File: config.mk
export PLATFORM = sky130hd
export DESIGN_NAME = rxq_unit
export DESIGN_NICKNAME = d
export VERILOG_FILES = /design/src/rtl/rxq_pkg.sv /design/src/rtl/rxq_align.sv /design/src/rtl/rxq_fifo.sv /design/src/rtl/rxq_chan.sv /design/src/rtl/rxq_unit.sv
export SDC_FILE = /design/constraint.sdc
export NUM_CORES = 1
export LEC_CHECK = 0
export ABC_CLOCK_PERIOD_IN_PS = 3800
export BUFFER_PORTS_ARGS = -buffer_cell sky130_fd_sc_hd__clkbuf_2
export CAP_MARGIN = 25
export CORE_UTILIZATION = 50
export CTS_CLUSTER_DIAMETER = 120
export CTS_CLUSTER_SIZE = 14
export DETAILED_ROUTE_END_ITERATION = 8
export GPL_TIMING_DRIVEN = 0
export PLACE_DENSITY = 0.79
export SLEW_MARGIN = 20
export SYNTH_ARGS = -nofsm -noshare
export SYNTH_HDL_FRONTEND = slang
export SYNTH_SLANG_ARGS = --single-unit
File: constraint.sdc
create_clock -name clk -period 3.8 [get_ports clk]
set_clock_uncertainty 0.15 [all_clocks]
set_input_delay 0.38 -clock clk [delete_from_list [all_inputs] [get_ports clk]]
set_output_delay 0.38 -clock clk [all_outputs]
set_load 0.02 [all_outputs]
File: src/rtl/rxq_pkg.sv
package rxq_pkg;
  parameter int unsigned WORD_W    = 16;
  parameter int unsigned AUD_W     = 12;
  parameter int unsigned TEL_W     = 14;
  parameter int unsigned DEPTH     = 12;
  parameter int unsigned TRIG_BASE = 5;
  parameter int unsigned SEL_W     = 2;
  localparam int unsigned CNT_W    = $clog2(DEPTH + 1);

  // Trigger threshold for a select code.
  function automatic logic [CNT_W-1:0] trig_depth(input logic [SEL_W-1:0] sel);
    return CNT_W'(TRIG_BASE) + CNT_W'(sel);
  endfunction

  // Wrap-around increment of a queue index.
  function automatic logic [CNT_W-1:0] ptr_next(input logic [CNT_W-1:0] p);
    return (p == CNT_W'(DEPTH - 1)) ? '0 : p + 1'b1;
  endfunction
endpackage

File: src/rtl/rxq_align.sv
module rxq_align #(
  parameter int unsigned SMP_W  = 12,
  parameter int unsigned WORD_W = 16
) (
  input  logic [SMP_W-1:0]  smp,
  output logic [WORD_W-1:0] word
);
  localparam int unsigned PAD_W = WORD_W - SMP_W;

  generate
    if (PAD_W == 0) begin : g_full
      assign word = smp;
    end else begin : g_pad
      assign word = {smp, {PAD_W{1'b0}}};
    end
  endgenerate
endmodule

File: src/rtl/rxq_fifo.sv
module rxq_fifo
  import rxq_pkg::*;
#(
  parameter int unsigned W = WORD_W,
  parameter int unsigned D = DEPTH
) (
  input  logic             clk,
  input  logic             rst_n,
  input  logic             push,
  input  logic [W-1:0]     wdata,
  input  logic             pop,
  output logic [W-1:0]     rdata,
  output logic [CNT_W-1:0] cnt,
  output logic             push_drop,
  output logic             pop_miss
);
  logic [W-1:0]     mem [D];
  logic [CNT_W-1:0] wr_ptr, rd_ptr;
  logic             is_full, is_empty, push_ok, pop_ok;

  assign is_full   = (cnt == CNT_W'(D));
  assign is_empty  = (cnt == '0);
  assign push_ok   = push && !is_full;
  assign pop_ok    = pop && !is_empty;
  assign push_drop = push && is_full;
  assign pop_miss  = pop && is_empty;

  always_ff @(posedge clk) begin
    if (push_ok) mem[wr_ptr] <= wdata;
  end

  always_ff @(posedge clk) begin
    if (!rst_n) begin
      wr_ptr <= '0;
      rd_ptr <= '0;
      cnt    <= '0;
      rdata  <= '0;
    end else begin
      if (push_ok) wr_ptr <= ptr_next(wr_ptr);
      if (pop_ok)  rd_ptr <= ptr_next(rd_ptr);
      if (pop)     rdata  <= pop_ok ? mem[rd_ptr] : '0;
      case ({push_ok, pop_ok})
        2'b10:   cnt <= cnt + 1'b1;
        2'b01:   cnt <= cnt - 1'b1;
        default: cnt <= cnt;
      endcase
    end
  end
endmodule

File: src/rtl/rxq_chan.sv
module rxq_chan
  import rxq_pkg::*;
#(
  parameter int unsigned SMP_W = AUD_W
) (
  input  logic              clk,
  input  logic              rst_n,
  input  logic [SEL_W-1:0]  trig_sel,
  input  logic              vld,
  input  logic [SMP_W-1:0]  smp,
  input  logic              pop,
  input  logic              ovr_clr,
  input  logic              und_clr,
  output logic [WORD_W-1:0] rdata,
  output logic [CNT_W-1:0]  cnt,
  output logic              nempty,
  output logic              full,
  output logic              req,
  output logic              ovr,
  output logic              und
);
  logic [WORD_W-1:0] word;
  logic              push_drop, pop_miss;
  logic [CNT_W-1:0]  thresh;

  rxq_align #(.SMP_W(SMP_W), .WORD_W(WORD_W)) align_i (
    .smp  (smp),
    .word (word)
  );

  rxq_fifo #(.W(WORD_W), .D(DEPTH)) fifo_i (
    .clk       (clk),
    .rst_n     (rst_n),
    .push      (vld),
    .wdata     (word),
    .pop       (pop),
    .rdata     (rdata),
    .cnt       (cnt),
    .push_drop (push_drop),
    .pop_miss  (pop_miss)
  );

  assign thresh = trig_depth(trig_sel);
  assign req    = (cnt >= thresh);
  assign nempty = (cnt != '0);
  assign full   = (cnt == CNT_W'(DEPTH));

  // Sticky flags: a new event wins over a clear in the same cycle.
  always_ff @(posedge clk) begin
    if (!rst_n) begin
      ovr <= 1'b0;
      und <= 1'b0;
    end else begin
      if (push_drop)    ovr <= 1'b1;
      else if (ovr_clr) ovr <= 1'b0;
      if (pop_miss)     und <= 1'b1;
      else if (und_clr) und <= 1'b0;
    end
  end
endmodule

File: src/rtl/rxq_unit.sv
module rxq_unit
  import rxq_pkg::*;
(
  input  logic        clk,
  input  logic        rst_n,
  input  logic [1:0]  trig_sel,
  input  logic        aud_vld,
  input  logic [11:0] aud_smp,
  input  logic        tel_vld,
  input  logic [13:0] tel_smp,
  input  logic        aud_pop,
  input  logic        tel_pop,
  input  logic        aud_ovr_clr,
  input  logic        tel_ovr_clr,
  input  logic        aud_und_clr,
  input  logic        tel_und_clr,
  output logic [15:0] aud_rdata,
  output logic [15:0] tel_rdata,
  output logic [3:0]  aud_cnt,
  output logic [3:0]  tel_cnt,
  output logic        aud_nempty,
  output logic        tel_nempty,
  output logic        aud_full,
  output logic        tel_full,
  output logic        aud_req,
  output logic        tel_req,
  output logic        aud_ovr,
  output logic        tel_ovr,
  output logic        aud_und,
  output logic        tel_und
);
  rxq_chan #(.SMP_W(AUD_W)) aud_i (
    .clk      (clk),
    .rst_n    (rst_n),
    .trig_sel (trig_sel),
    .vld      (aud_vld),
    .smp      (aud_smp),
    .pop      (aud_pop),
    .ovr_clr  (aud_ovr_clr),
    .und_clr  (aud_und_clr),
    .rdata    (aud_rdata),
    .cnt      (aud_cnt),
    .nempty   (aud_nempty),
    .full     (aud_full),
    .req      (aud_req),
    .ovr      (aud_ovr),
    .und      (aud_und)
  );

  rxq_chan #(.SMP_W(TEL_W)) tel_i (
    .clk      (clk),
    .rst_n    (rst_n),
    .trig_sel (trig_sel),
    .vld      (tel_vld),
    .smp      (tel_smp),
    .pop      (tel_pop),
    .ovr_clr  (tel_ovr_clr),
    .und_clr  (tel_und_clr),
    .rdata    (tel_rdata),
    .cnt      (tel_cnt),
    .nempty   (tel_nempty),
    .full     (tel_full),
    .req      (tel_req),
    .ovr      (tel_ovr),
    .und      (tel_und)
  );
endmodule

==> metrics <==
DR vias/cell=5.61; Core Util, Final=0.574; worst-margin pin slew=0.881 ns; CTS Buf Count=30; RSZ-0062 raised after global routing=false; CP max stage cell=dfxtp_1; overall die width=175 um; post-synthesis adder-cell area fraction=0.0209; Min-Delay Path Depth=1; WL/cell=19.9 um; Area contributors post-synth=edfxtp_1, dfxtp_1, mux2i_1; GR Util met1=0.248; IO Port Bufs=80; Layout area overhead=13.1%; critical path startpoint category=flop; Pwr Density=561 nW/um2; delay-heaviest family, CP=flip-flops; Critical Path, Cell by Cell=inv_1 -> ha_1 -> nand2b_1 -> a21o_1 -> a21o_1 -> a21o_1 -> clkbuf_2; number of max-cap violations=0; top post-synthesis cells by count=edfxtp_1, mux2i_1, dfxtp_1; Bufs on Longest Clock Path=3; Hold Slack=0.0232 ns; final hold violations=0; clk root buf=clkbuf_16; FF+latch count, synth=374; global-route wire length before repair=44.9 mm; outcome=completed; global route overflow=0; # IOs=88; post_cts resized=0; Synth Area in XOR/XNOR=0.00350; arrival time at the worst endpoint=2.27 ns; sequential share of the synthesized area=0.707; clock sink total=374; fin crit period=2.80 ns; fin crit share=0.736; Clk Latency, worst-skew pair=0.56 ns; most used cell, CP=a21o_1; Post-Syn Area=15000 um2; Netlist cell types=between 50 and 60; setup TNS=0 ns; Levels on crit path=7; die height=175 um; H-Tree Depth=1; final setup vio count=0; residual DRC count=0; initial antenna violation count=0; via count=8074; TritonCTS clock tree=done; Pre-antenna DRT Iters=5; worst r2r path cells=10; share of cells above drive strength 1=0.197; EDFF count, synth=312; Fmax achieved=between 0.3 and 0.4 GHz; fin. max-slew vios=0; DP Wirelength=just under 20 mm; ys async rst share=0; Worst Path Max Fanout=9; Max IR drop VDD=just over 0.4 mV; Leakage=5.73 nW; GP Congestion=0.779; Rel. slew slack=0.413; GRT Util Overall=0.189; post-synthesis compound-gate area fraction=0.0683; cell taking the most area after synthesis=edfxtp_1; Crit Path Class=flop to output pin; Mean Syn Cell Area=16.8 um2; largest family of logic cells by synthesized area=multiplexers; n_diodes=0; most numerous cell in the Yosys netlist=edfxtp_1; Post-DRT Antenna Nets=0; simple-gate share of the synthesized area=0.0538; mux contribution to synthesized area=0.117; predominant post-synthesis flop cell=edfxtp_1; Required @ worst endpoint=3.27 ns; Yosys warnings=0; Cell Rows=63; met3 Usage GRT=0.0298; Die Footprint=30700 um2; area of the core=around 30000 um2; largest net degree at the start of global routing=16; crit end category=output pin; Worst path max stage delay=0.56 ns; Detailed Route Iter0 Violations=713; Starting Density=0.507; gr busiest metal=met2; vias in the first global route=8100; hold crit path type=input port to flop; cells after synthesis=892; post-synth top area share=0.625; final WL=28.7 mm; met2 usage in global routing=0.327; nets=1089; worst path bufs/invs=2; clk slew on worst S/H paths=0.07 ns
## area by class of cell
cell class / count / area, um2
Fill cell: 2231 / 12600
Sequential cell: 374 / 10600
Multi-Input combinational cell: 449 / 4000
Clock buffer: 56 / 891
Timing Repair Buffer: 97 / 543
Tap cell: 390 / 488
Buffer: 52 / 354
Inverter: 22 / 82.6
## report_power, final
| group | switching [W] | total (W) | internal, W |
|---|---|---|---|
| Combinational | 0.00101 | 0.00184 | 0.000826 |
| Sequential | 0.000144 | 0.00476 | 0.00462 |
| Clock | 0.00135 | 0.00291 | 0.00157 |
## final timing paths
| kind | to | slack, ns | start |
|---|---|---|---|
| hold / removal | aud_i.fifo_i.mem[7][1] | 0.02 | aud_smp[1] |
| setup / recovery | aud_req | 1.00 | aud_i.fifo_i.cnt[0] |
| setup reg to reg | aud_i.fifo_i.cnt[2] | 1.01 | aud_i.fifo_i.cnt[2] |
| hold reg to reg | aud_i.fifo_i.rdata[10] | 0.30 | aud_i.fifo_i.rdata[10] |
## per-stage QoR
step / instances / power (W) / worst slack (ns) / instance area [um2]
final: 1440 / 0.00952 / 1.00 / 17000
after global placement: 1367 / 0.00663 / -0.661 / 15900
after detailed placement: 1377 / 0.00669 / 1.05 / 16000
after CTS: 1440 / 0.00957 / 0.973 / 17000
after floorplan: 897 / 0.00615 / 0.523 / 15000
after global routing: 1440 / 0.00990 / 0.790 / 17000
## layout by cell type, fill, tap and decap left out, drive strengths merged, types with 7 or more instances in the layout
cell / n
a32o: 14
or3: 17
mux4: 36
dfxtp: 62
inv: 21
and3: 7
and2: 15
o21ai: 34
ha: 25
buf: 48
nand2: 31
o22ai: 29
nor2b: 16
nand2b: 8
a21oi: 22
edfxtp: 312
a21o: 7
a211oi: 12
dlygate4sd3: 7
a22oi: 15
nor2: 22
clkbuf: 150
mux2i: 90
## state kept, by name, summed over array words and instances (netlist names), named ones only
register             cells
tel_i.fifo_i.mem       168
aud_i.fifo_i.mem       144
tel_i.fifo_i.rdata      14
aud_i.fifo_i.rdata      12
aud_i.fifo_i.cnt         4
aud_i.fifo_i.rd_ptr      4
aud_i.fifo_i.wr_ptr      4
tel_i.fifo_i.cnt         4
tel_i.fifo_i.rd_ptr      4
tel_i.fifo_i.wr_ptr      4
aud_i.ovr                1
aud_i.und                1
tel_i.ovr                1
tel_i.und                1
## layer usage
metal / routed length, um / share of wire
met1: 12300 / 0.43
met2: 14300 / 0.50
met3: 1540 / 0.054
met4: 604 / 0.021
met5: 0 / 0
## logic make-up (layout without fill, tap and decap cells)
| family | Yosys count | count (layout) |
|---|---|---|
| AO/OA/AOI/OAI | 145 | 145 |
| multiplexers | 126 | 126 |
| AND/OR/NAND/NOR | 141 | 141 |
| flip-flops | 374 | 374 |
| buffers and inverters | 74 | 227 |
| XOR/XNOR | 6 | 6 |
| adder cells (fa/ha/maj) | 25 | 25 |
| other | 1 | 6 |
## what timing repair did
item	CTS	global route
buffers inserted	0	0
hold buffers	7	0
endpoints found under the hold margin	5	0
setup endpoints to repair	0	0
(Power assumes the default switching activity.)
